`config.mk`:
```
export PLATFORM = sky130hd
export DESIGN_NAME = eth_tx_framer
export DESIGN_NICKNAME = d
export VERILOG_FILES = /design/src/rtl/eth_tx_pkg.sv /design/src/rtl/eth_tx_gate.sv /design/src/rtl/eth_tx_crc.sv /design/src/rtl/eth_tx_seq.sv /design/src/rtl/eth_tx_framer.sv
export SDC_FILE = /design/constraint.sdc
export NUM_CORES = 1
export LEC_CHECK = 0
export BUFFER_PORTS_ARGS = -buffer_cell sky130_fd_sc_hd__buf_2
export CAP_MARGIN = 20
export CORE_ASPECT_RATIO = 1.25
export CORE_MARGIN = 3
export CORE_UTILIZATION = 40
export CTS_CLUSTER_DIAMETER = 80
export CTS_CLUSTER_SIZE = 12
export DETAILED_ROUTE_END_ITERATION = 12
export PLACE_DENSITY = 0.68
export SYNTH_ARGS = -nofsm -noshare
export SYNTH_HDL_FRONTEND = slang
export SYNTH_SLANG_ARGS = --single-unit
```
`constraint.sdc`:
```
create_clock -name clk_i -period 2.7 [get_ports clk_i]
set_input_delay 0.27 -clock clk_i [delete_from_list [all_inputs] [get_ports clk_i]]
set_output_delay 0.27 -clock clk_i [all_outputs]
set_load 0.05 [all_outputs]
```
`src/rtl/eth_tx_pkg.sv`:
```
package eth_tx_pkg;
  typedef enum logic [2:0] {
    ST_IDLE, ST_WAIT, ST_PRE, ST_SFD, ST_BODY, ST_PAD, ST_FCS
  } tx_st_e;

  localparam logic [7:0]  PRE_BYTE     = 8'h55;
  localparam logic [7:0]  SFD_BYTE     = 8'hD5;
  localparam logic [31:0] CRC_POLY_REF = 32'hEDB88320;
endpackage

```
`src/rtl/eth_tx_gate.sv`:
```
module eth_tx_gate #(
  parameter int CNT_W = 11,
  parameter int THR0  = 5,
  parameter int THR1  = 381,
  parameter int THR2  = 1021
) (
  input  logic [CNT_W-1:0] count_i,
  input  logic [CNT_W-1:0] len_i,
  input  logic [1:0]       sel_i,
  output logic             met_o
);
  localparam int unsigned THR_TAB [3] = '{THR0, THR1, THR2};

  logic [3:0] ge;

  for (genvar i = 0; i < 4; i++) begin : g_thr
    if (i < 3) begin : g_cmp
      assign ge[i] = count_i >= CNT_W'(THR_TAB[i]);
    end else begin : g_full
      assign ge[i] = 1'b0;   // code 3: whole body only
    end
  end

  assign met_o = (count_i >= len_i) | ge[sel_i];
endmodule

```
`src/rtl/eth_tx_crc.sv`:
```
module eth_tx_crc
  import eth_tx_pkg::*;
(
  input  logic clk_i,
  input  logic rst_ni,
  input  logic init_i,
  input  logic upd_i,
  input  logic shift_i,
  input  logic bit_i,
  output logic fcs_bit_o
);
  logic [31:0] crc_q;

  always_ff @(posedge clk_i or negedge rst_ni) begin
    if (!rst_ni) begin
      crc_q <= '1;
    end else if (init_i) begin
      crc_q <= '1;
    end else if (upd_i) begin
      crc_q <= (crc_q >> 1) ^ (CRC_POLY_REF & {32{crc_q[0] ^ bit_i}});
    end else if (shift_i) begin
      crc_q <= crc_q >> 1;
    end
  end

  assign fcs_bit_o = ~crc_q[0];


  crc_excl_chk: assert property (@(posedge clk_i) disable iff (!rst_ni)
    !(init_i && (upd_i || shift_i)) && !(upd_i && shift_i));
endmodule

```
`src/rtl/eth_tx_seq.sv`:
```
module eth_tx_seq
  import eth_tx_pkg::*;
#(
  parameter int CNT_W     = 11,
  parameter int PRE_BYTES = 7,
  parameter int MIN_BODY  = 60,
  parameter int MAX_FRAME = 1518,
  parameter int FCS_BYTES = 4
) (
  input  logic             clk_i,
  input  logic             rst_ni,
  input  logic             cmd_valid_i,
  input  logic [CNT_W-1:0] cmd_len_i,
  input  logic [1:0]       cmd_thr_i,
  input  logic             cmd_pad_i,
  input  logic             cmd_nofcs_i,
  input  logic             start_ok_i,
  input  logic             tx_permit_i,
  input  logic             bit_en_i,
  input  logic [CNT_W-1:0] buf_count_i,
  output tx_st_e           st_o,
  output logic [2:0]       bit_idx_o,
  output logic [CNT_W-1:0] byte_idx_o,
  output logic [CNT_W-1:0] len_o,
  output logic [1:0]       thr_o,
  output logic             emit_o,
  output logic             crc_init_o,
  output logic             crc_upd_o,
  output logic             crc_shift_o,
  output logic             done_o,
  output logic             underrun_o
);
  localparam logic [CNT_W-1:0] PRE_LAST = CNT_W'(PRE_BYTES - 1);
  localparam logic [CNT_W-1:0] MIN_C    = CNT_W'(MIN_BODY);
  localparam logic [CNT_W-1:0] FCS_LAST = CNT_W'(FCS_BYTES - 1);
  localparam logic [CNT_W-1:0] BODY_MAX = CNT_W'(MAX_FRAME - FCS_BYTES);
  localparam logic [CNT_W-1:0] RAW_MAX  = CNT_W'(MAX_FRAME);

  tx_st_e           st_q;
  logic [2:0]       bit_q;
  logic [CNT_W-1:0] cnt_q, len_q, n_c;
  logic [1:0]       thr_q;
  logic             pad_q, nofcs_q, done_q, urun_q;
  logic             sending, starve, emit, go;
  tx_st_e           tail_st;
  logic             tail_fin;

  assign sending = (st_q != ST_IDLE) && (st_q != ST_WAIT);
  // body byte due but not yet written
  assign starve  = (st_q == ST_BODY) && (bit_q == 3'd0) && (buf_count_i <= cnt_q);
  assign emit    = bit_en_i && sending && !starve;
  assign go      = (st_q == ST_WAIT) && start_ok_i && tx_permit_i;
  assign n_c     = cnt_q + 1'b1;

  // what follows the last body byte
  always_comb begin
    tail_st  = ST_IDLE;
    tail_fin = 1'b0;
    if (pad_q && (n_c < MIN_C)) tail_st = ST_PAD;
    else if (!nofcs_q)          tail_st = ST_FCS;
    else                        tail_fin = 1'b1;
  end

  always_ff @(posedge clk_i or negedge rst_ni) begin
    if (!rst_ni) begin
      st_q    <= ST_IDLE;
      bit_q   <= '0;
      cnt_q   <= '0;
      len_q   <= '0;
      thr_q   <= '0;
      pad_q   <= 1'b0;
      nofcs_q <= 1'b0;
      done_q  <= 1'b0;
      urun_q  <= 1'b0;
    end else begin
      done_q <= 1'b0;
      urun_q <= 1'b0;
      case (st_q)
        ST_IDLE: begin
          if (cmd_valid_i) begin
            len_q   <= cmd_len_i;
            thr_q   <= cmd_thr_i;
            pad_q   <= cmd_pad_i;
            nofcs_q <= cmd_nofcs_i;
            st_q    <= ST_WAIT;
          end
        end
        ST_WAIT: begin
          if (go) begin
            st_q  <= ST_PRE;
            cnt_q <= '0;
            bit_q <= '0;
          end
        end
        default: begin
          if (bit_en_i && starve) begin
            st_q   <= ST_IDLE;
            urun_q <= 1'b1;
          end else if (emit) begin
            bit_q <= bit_q + 3'd1;
            if (bit_q == 3'd7) begin
              case (st_q)
                ST_PRE: begin
                  if (cnt_q == PRE_LAST) begin
                    st_q  <= ST_SFD;
                    cnt_q <= '0;
                  end else cnt_q <= n_c;
                end
                ST_SFD: begin
                  st_q  <= ST_BODY;
                  cnt_q <= '0;
                end
                ST_BODY: begin
                  if (n_c == len_q) begin
                    st_q   <= tail_st;
                    done_q <= tail_fin;
                    cnt_q  <= (tail_st == ST_PAD) ? n_c : '0;
                  end else cnt_q <= n_c;
                end
                ST_PAD: begin
                  if (n_c == MIN_C) begin
                    st_q   <= nofcs_q ? ST_IDLE : ST_FCS;
                    done_q <= nofcs_q;
                    cnt_q  <= '0;
                  end else cnt_q <= n_c;
                end
                ST_FCS: begin
                  if (cnt_q == FCS_LAST) begin
                    st_q   <= ST_IDLE;
                    done_q <= 1'b1;
                  end else cnt_q <= n_c;
                end
                default: st_q <= ST_IDLE;
              endcase
            end
          end
        end
      endcase
    end
  end

  assign st_o        = st_q;
  assign bit_idx_o   = bit_q;
  assign byte_idx_o  = cnt_q;
  assign len_o       = len_q;
  assign thr_o       = thr_q;
  assign emit_o      = emit;
  assign crc_init_o  = go;
  assign crc_upd_o   = emit && ((st_q == ST_BODY) || (st_q == ST_PAD));
  assign crc_shift_o = emit && (st_q == ST_FCS);
  assign done_o      = done_q;
  assign underrun_o  = urun_q;


  start_permit_chk: assert property (@(posedge clk_i) disable iff (!rst_ni)
    (st_q == ST_PRE && $past(st_q) == ST_WAIT) |-> $past(tx_permit_i));

  pre_len_chk: assert property (@(posedge clk_i) disable iff (!rst_ni)
    (st_q == ST_SFD && $past(st_q) == ST_PRE) |-> $past(cnt_q) == PRE_LAST);

  no_fcs_chk: assert property (@(posedge clk_i) disable iff (!rst_ni)
    nofcs_q |-> st_q != ST_FCS);

  pad_only_chk: assert property (@(posedge clk_i) disable iff (!rst_ni)
    (st_q == ST_PAD) |-> (pad_q && cnt_q < MIN_C));

  urun_src_chk: assert property (@(posedge clk_i) disable iff (!rst_ni)
    underrun_o |-> ($past(st_q) == ST_BODY && st_q != ST_FCS));

  done_excl_chk: assert property (@(posedge clk_i) disable iff (!rst_ni)
    !(done_o && underrun_o));

  cmd_busy_chk: assert property (@(posedge clk_i) disable iff (!rst_ni)
    (st_q != ST_IDLE && cmd_valid_i) |=> $stable(len_q));

  len_range_chk: assert property (@(posedge clk_i) disable iff (!rst_ni)
    (st_q == ST_IDLE && cmd_valid_i) |->
      (cmd_len_i != '0 && cmd_len_i <= (cmd_nofcs_i ? RAW_MAX : BODY_MAX)));
endmodule

```
`src/rtl/eth_tx_framer.sv`:
```
module eth_tx_framer
  import eth_tx_pkg::*;
#(
  parameter int CNT_W     = 11,
  parameter int PRE_BYTES = 7,
  parameter int MIN_BODY  = 60,
  parameter int MAX_FRAME = 1518,
  parameter int THR0      = 5,
  parameter int THR1      = 381,
  parameter int THR2      = 1021
) (
  input  logic             clk_i,
  input  logic             rst_ni,
  input  logic             cmd_valid_i,
  input  logic [CNT_W-1:0] cmd_len_i,
  input  logic [1:0]       cmd_thr_i,
  input  logic             cmd_pad_i,
  input  logic             cmd_nofcs_i,
  input  logic [CNT_W-1:0] buf_count_i,
  output logic [CNT_W-1:0] buf_addr_o,
  input  logic [7:0]       buf_data_i,
  input  logic             tx_permit_i,
  input  logic             bit_en_i,
  output logic             txd_o,
  output logic             txd_valid_o,
  output logic             done_o,
  output logic             underrun_o
);
  tx_st_e           st;
  logic [2:0]       bit_idx;
  logic [CNT_W-1:0] byte_idx, len_l;
  logic [1:0]       thr_l;
  logic             met, emit, crc_init, crc_upd, crc_shift, fcs_bit;
  logic [7:0]       cur_byte;
  logic             cur_bit;

  eth_tx_gate #(
    .CNT_W(CNT_W), .THR0(THR0), .THR1(THR1), .THR2(THR2)
  ) u_gate (
    .count_i(buf_count_i),
    .len_i  (len_l),
    .sel_i  (thr_l),
    .met_o  (met)
  );

  eth_tx_seq #(
    .CNT_W(CNT_W), .PRE_BYTES(PRE_BYTES), .MIN_BODY(MIN_BODY),
    .MAX_FRAME(MAX_FRAME), .FCS_BYTES(4)
  ) u_seq (
    .clk_i      (clk_i),
    .rst_ni     (rst_ni),
    .cmd_valid_i(cmd_valid_i),
    .cmd_len_i  (cmd_len_i),
    .cmd_thr_i  (cmd_thr_i),
    .cmd_pad_i  (cmd_pad_i),
    .cmd_nofcs_i(cmd_nofcs_i),
    .start_ok_i (met),
    .tx_permit_i(tx_permit_i),
    .bit_en_i   (bit_en_i),
    .buf_count_i(buf_count_i),
    .st_o       (st),
    .bit_idx_o  (bit_idx),
    .byte_idx_o (byte_idx),
    .len_o      (len_l),
    .thr_o      (thr_l),
    .emit_o     (emit),
    .crc_init_o (crc_init),
    .crc_upd_o  (crc_upd),
    .crc_shift_o(crc_shift),
    .done_o     (done_o),
    .underrun_o (underrun_o)
  );

  eth_tx_crc u_crc (
    .clk_i    (clk_i),
    .rst_ni   (rst_ni),
    .init_i   (crc_init),
    .upd_i    (crc_upd),
    .shift_i  (crc_shift),
    .bit_i    (cur_bit),
    .fcs_bit_o(fcs_bit)
  );

  always_comb begin
    case (st)
      ST_PRE:  cur_byte = PRE_BYTE;
      ST_SFD:  cur_byte = SFD_BYTE;
      ST_BODY: cur_byte = buf_data_i;
      default: cur_byte = 8'h00;   // pad
    endcase
  end

  assign cur_bit     = (st == ST_FCS) ? fcs_bit : cur_byte[bit_idx];
  assign buf_addr_o  = byte_idx;
  assign txd_valid_o = emit;
  assign txd_o       = emit & cur_bit;


  done_after_bit_chk: assert property (@(posedge clk_i) disable iff (!rst_ni)
    done_o |-> $past(txd_valid_o));

  en_gate_chk: assert property (@(posedge clk_i) disable iff (!rst_ni)
    !bit_en_i |-> !txd_valid_o);
endmodule

```
==> out/results.ini <==
[finish]
fillCellCount=963
share_of_layout_cells_above_drive_strength_1=0.412
final_common_cell=sky130_fd_sc_hd__buf_2
number_of_nets_in_the_finished_design=613
area.growth.synth_to_final_pct=27.7
multi_input_area_um2=2660
finish.utilization=0.530
seqCellArea_um2=1710
diodes=0
commonest_cells_after_routing_fill_and_taps_aside=sky130_fd_sc_hd__buf_2 (52), sky130_fd_sc_hd__buf_4 (44), sky130_fd_sc_hd__nand2_1 (36), sky130_fd_sc_hd__dfstp_2 (32), sky130_fd_sc_hd__o22a_1 (31)

[clocking]
root_buffer=sky130_fd_sc_hd__clkbuf_16
cts-buffers-inserted=9
cts_tree=done
clk_transition_reported_paths_ns=0.06
clk-insertion-delay-late_ns=0.34
ctsLongestPathBuffers=2
cts.sink_count=66
htree_num_levels=3

[setup_path]
critical_path_arrival_ns=2.92
ff2ff_setup_slack_ns=0.004
worstPathRequired_ns=2.92
worstPathCellList=ha_4 -> and4_4 -> a31oi_1 -> or4_4 -> a2111oi_4 -> a41oi_4 -> o31ai_4 -> nor2_4 -> mux2_4
critical_path.slowest_cell=sky130_fd_sc_hd__or4_4
cp-start-kind=flop
critical_path_peak_fanout=6
critPathMaxStageDelay_ns=0.54
r2r.worst_path.cells=9
path_class=reg2reg
crit_end_category=flop

[die]
die_height_um=124
initial_utilization=0.415
placement_rows=42
floorplan_core_area_um2=10700
ioPinCount=54
die_width_um=100
total_die_area_um2=12400

[global_routing]
grt_resource_usage_total=0.202
global_route.overflow_total=0
grt_pass1_vias=3874
grt_antenna_before_repair=0
grt_pass1_wl_mm=19.4
pin_count_of_the_biggest_net_entering_global_routing=67

[logic_synthesis]
syn_inst=457
postSynth.topFlopCell=sky130_fd_sc_hd__dfrtp_1
postSynth.asyncResetShare=1.00
ys_types=78
yosysWarnings=0
post-synth-top-area-cell=sky130_fd_sc_hd__dfrtp_1
share_of_the_synthesized_area_in_the_top_cell_type=0.191
postSynthNetCount=524
synthesized_flop_and_latch_total=66
post_synth_instance_area_um2=4440
largest_cells_by_area_after_synthesis=sky130_fd_sc_hd__dfrtp_1 (19%), sky130_fd_sc_hd__dfstp_2 (19%), sky130_fd_sc_hd__ha_1 (7.9%)
synth_enable_flop_cells=0
synth.yosys.seq_area_share=0.381
synth.avg_cell_area_um2=9.72

[job]
maxCapViolations=0

[worst_hold_path]
hp-class=in2reg
worstHoldPathCells=3

[timing]
report.final.slew_viol_count=0
timing.final.crit_period_ns=2.70
slew_headroom=0.636
grt_setup_unrepaired=true
timing_worst_slew_pin_value_ns=0.539
worst_hold_slack_ns=0.136
post_route_fraction_of_the_period_consumed_by_the_critical_path=0.998
final-hold-violation-count=0
fmaxAchievable_ghz=0.371
final.setup_skew_ns=0.00972
finalSetupViolCount=0

[placement]
hpwlAfterDp_mm=8.74
port-buffer-count=53
gp_congestion=0.939

[power]
ir_worst_vdd_uv=416
pwr_density_cell_nw_per_um2=611
leakage_power_figure_nw=2.50

[routing]
detailedRoute.firstPassIterationCount=4
num_vias=3881
number_of_design_rule_violations_left_after_detail_routing=0
avgViaCountPerCell=5.68
wl_mm=12.1
routed_wire_length_per_instance_um=17.7
drt.antenna.violating_nets=0
drtIter0Drc=160

[status]
outcome=completed

==> synthesized netlist by cell type, types with 2 or more instances <==
cell,instances
sky130_fd_sc_hd__a21o_1,4
sky130_fd_sc_hd__a21oi_1,15
sky130_fd_sc_hd__inv_1,35
sky130_fd_sc_hd__xor2_1,18
sky130_fd_sc_hd__nand3b_1,2
sky130_fd_sc_hd__a41oi_1,2
sky130_fd_sc_hd__a21o_2,2
sky130_fd_sc_hd__o311ai_0,2
sky130_fd_sc_hd__and2_1,2
sky130_fd_sc_hd__o21ai_0,33
sky130_fd_sc_hd__o22a_1,31
sky130_fd_sc_hd__o21ai_1,4
sky130_fd_sc_hd__ha_1,28
sky130_fd_sc_hd__nor4_1,4
sky130_fd_sc_hd__clkbuf_8,4
sky130_fd_sc_hd__buf_6,4
sky130_fd_sc_hd__mux2_2,7
sky130_fd_sc_hd__or3_1,3
sky130_fd_sc_hd__nand2b_1,2
sky130_fd_sc_hd__a211oi_1,5
sky130_fd_sc_hd__xnor2_1,8
sky130_fd_sc_hd__buf_2,6
sky130_fd_sc_hd__and3_1,3
sky130_fd_sc_hd__mux2i_1,2
sky130_fd_sc_hd__a31oi_1,5
sky130_fd_sc_hd__nand2_1,36
sky130_fd_sc_hd__and4_1,4
sky130_fd_sc_hd__or2_2,3
sky130_fd_sc_hd__a22o_1,6
sky130_fd_sc_hd__dfrtp_1,34
sky130_fd_sc_hd__clkbuf_1,5
sky130_fd_sc_hd__a31o_2,2
sky130_fd_sc_hd__nor2b_1,4
sky130_fd_sc_hd__nor3_1,11
sky130_fd_sc_hd__and4_2,2
sky130_fd_sc_hd__o221ai_1,3
sky130_fd_sc_hd__nand4_1,10
sky130_fd_sc_hd__o21a_1,3
sky130_fd_sc_hd__nand3_1,10
sky130_fd_sc_hd__mux4_2,2
sky130_fd_sc_hd__dfstp_2,32
sky130_fd_sc_hd__nor2_1,23
==> stage by stage <==
stage                     setup slack [ns]  std cells  power, mW  area (µm²)  TNS [ns]
after floorplan                     -0.269        457       1.72        4620    -10.14
after global placement              0.0336        651       2.03        5130         0
after detailed placement            0.0250        651       2.05        5130         0
after CTS                         -0.00103        679       3.45        5570  -0.00103
after global routing               -0.0995        683       3.64        5680    -0.461
final                              0.00425        683       3.47        5680         0
==> worst max-delay path: cells and delay by family (launching register included) <==
kind                       cells  cell delay (ns)
AOI/OAI and AO/OA              4             0.82
muxes                          1             0.27
and+or+nand+nor                3             0.89
adders and majority gates      1             0.17
DFF                            1             0.43
==> registers in the layout (all words and copies together) (netlist names) <==
name,flops
u_crc.crc_q,32
u_seq.bit_idx_o,3
u_seq.byte_idx_o,11
u_seq.done_o,1
u_seq.len_o,11
u_seq.nofcs_q,1
u_seq.pad_q,1
u_seq.st_o,3
u_seq.thr_o,2
u_seq.underrun_o,1
==> path summary, 6_finish.rpt <==
check,from,to
hold reg to reg,u_crc.crc_q[14],u_crc.crc_q[14]
hold / removal,cmd_len_i[5],u_seq.len_o[5]
setup / recovery,u_seq.byte_idx_o[1],u_seq.byte_idx_o[0]
max in group asynchronous,rst_ni,u_crc.crc_q[21]
min in group asynchronous,rst_ni,u_seq.thr_o[1]
setup reg to reg,u_seq.byte_idx_o[1],u_seq.byte_idx_o[0]
==> per-layer routing <==
layer,track usage,share of wire,wire (µm),vias up
li1,-,-,-,1869
met1,0.227,0.40,4870,1893
met2,0.376,0.54,6470,90
met3,0.0297,0.035,425,29
met4,0.0859,0.026,320,0
met5,0,0,0,-
==> kinds of logic (layout without fill, tap and decap cells) <==
| family | count (synthesis) | after routing | share of synthesized area |
|---|---|---|---|
| multiplexers | 11 | 11 | 0.0324 |
| buffers and inverters | 58 | 152 | 0.0690 |
| flip-flops | 66 | 66 | 0.381 |
| XOR/XNOR | 27 | 27 | 0.0572 |
| AND/OR/NAND/NOR | 130 | 130 | 0.153 |
| adder cells (fa/ha/maj) | 28 | 28 | 0.0788 |
| AO/OA/AOI/OAI | 137 | 137 | 0.229 |
==> final cells by class <==
class / count / share of cell area
flip-flops and latches: 66 / 0.301
inverters: 35 / 0.0245
well taps: 132 / 0.0291
clock buffers: 10 / 0.0441
clock inverters: 6 / 0.0163
multi-input cells: 333 / 0.468
repair buffers: 101 / 0.117
==> where the power goes <==
| group | switching, mW | total, mW | internal (mW) |
|---|---|---|---|
| logic | 0.590 | 0.998 | 0.409 |
| registers | 0.0667 | 1.12 | 1.05 |
| clock network | 0.477 | 1.35 | 0.873 |
==> repair_timing <==
action	CTS	global route
resized for setup	3	22
setup endpoints to repair	2	16
hold buffers	1	0
hold endpoints to repair	34	0
pin swaps	2	9
setup buffers	12	4
(Power assumes the default switching activity.)
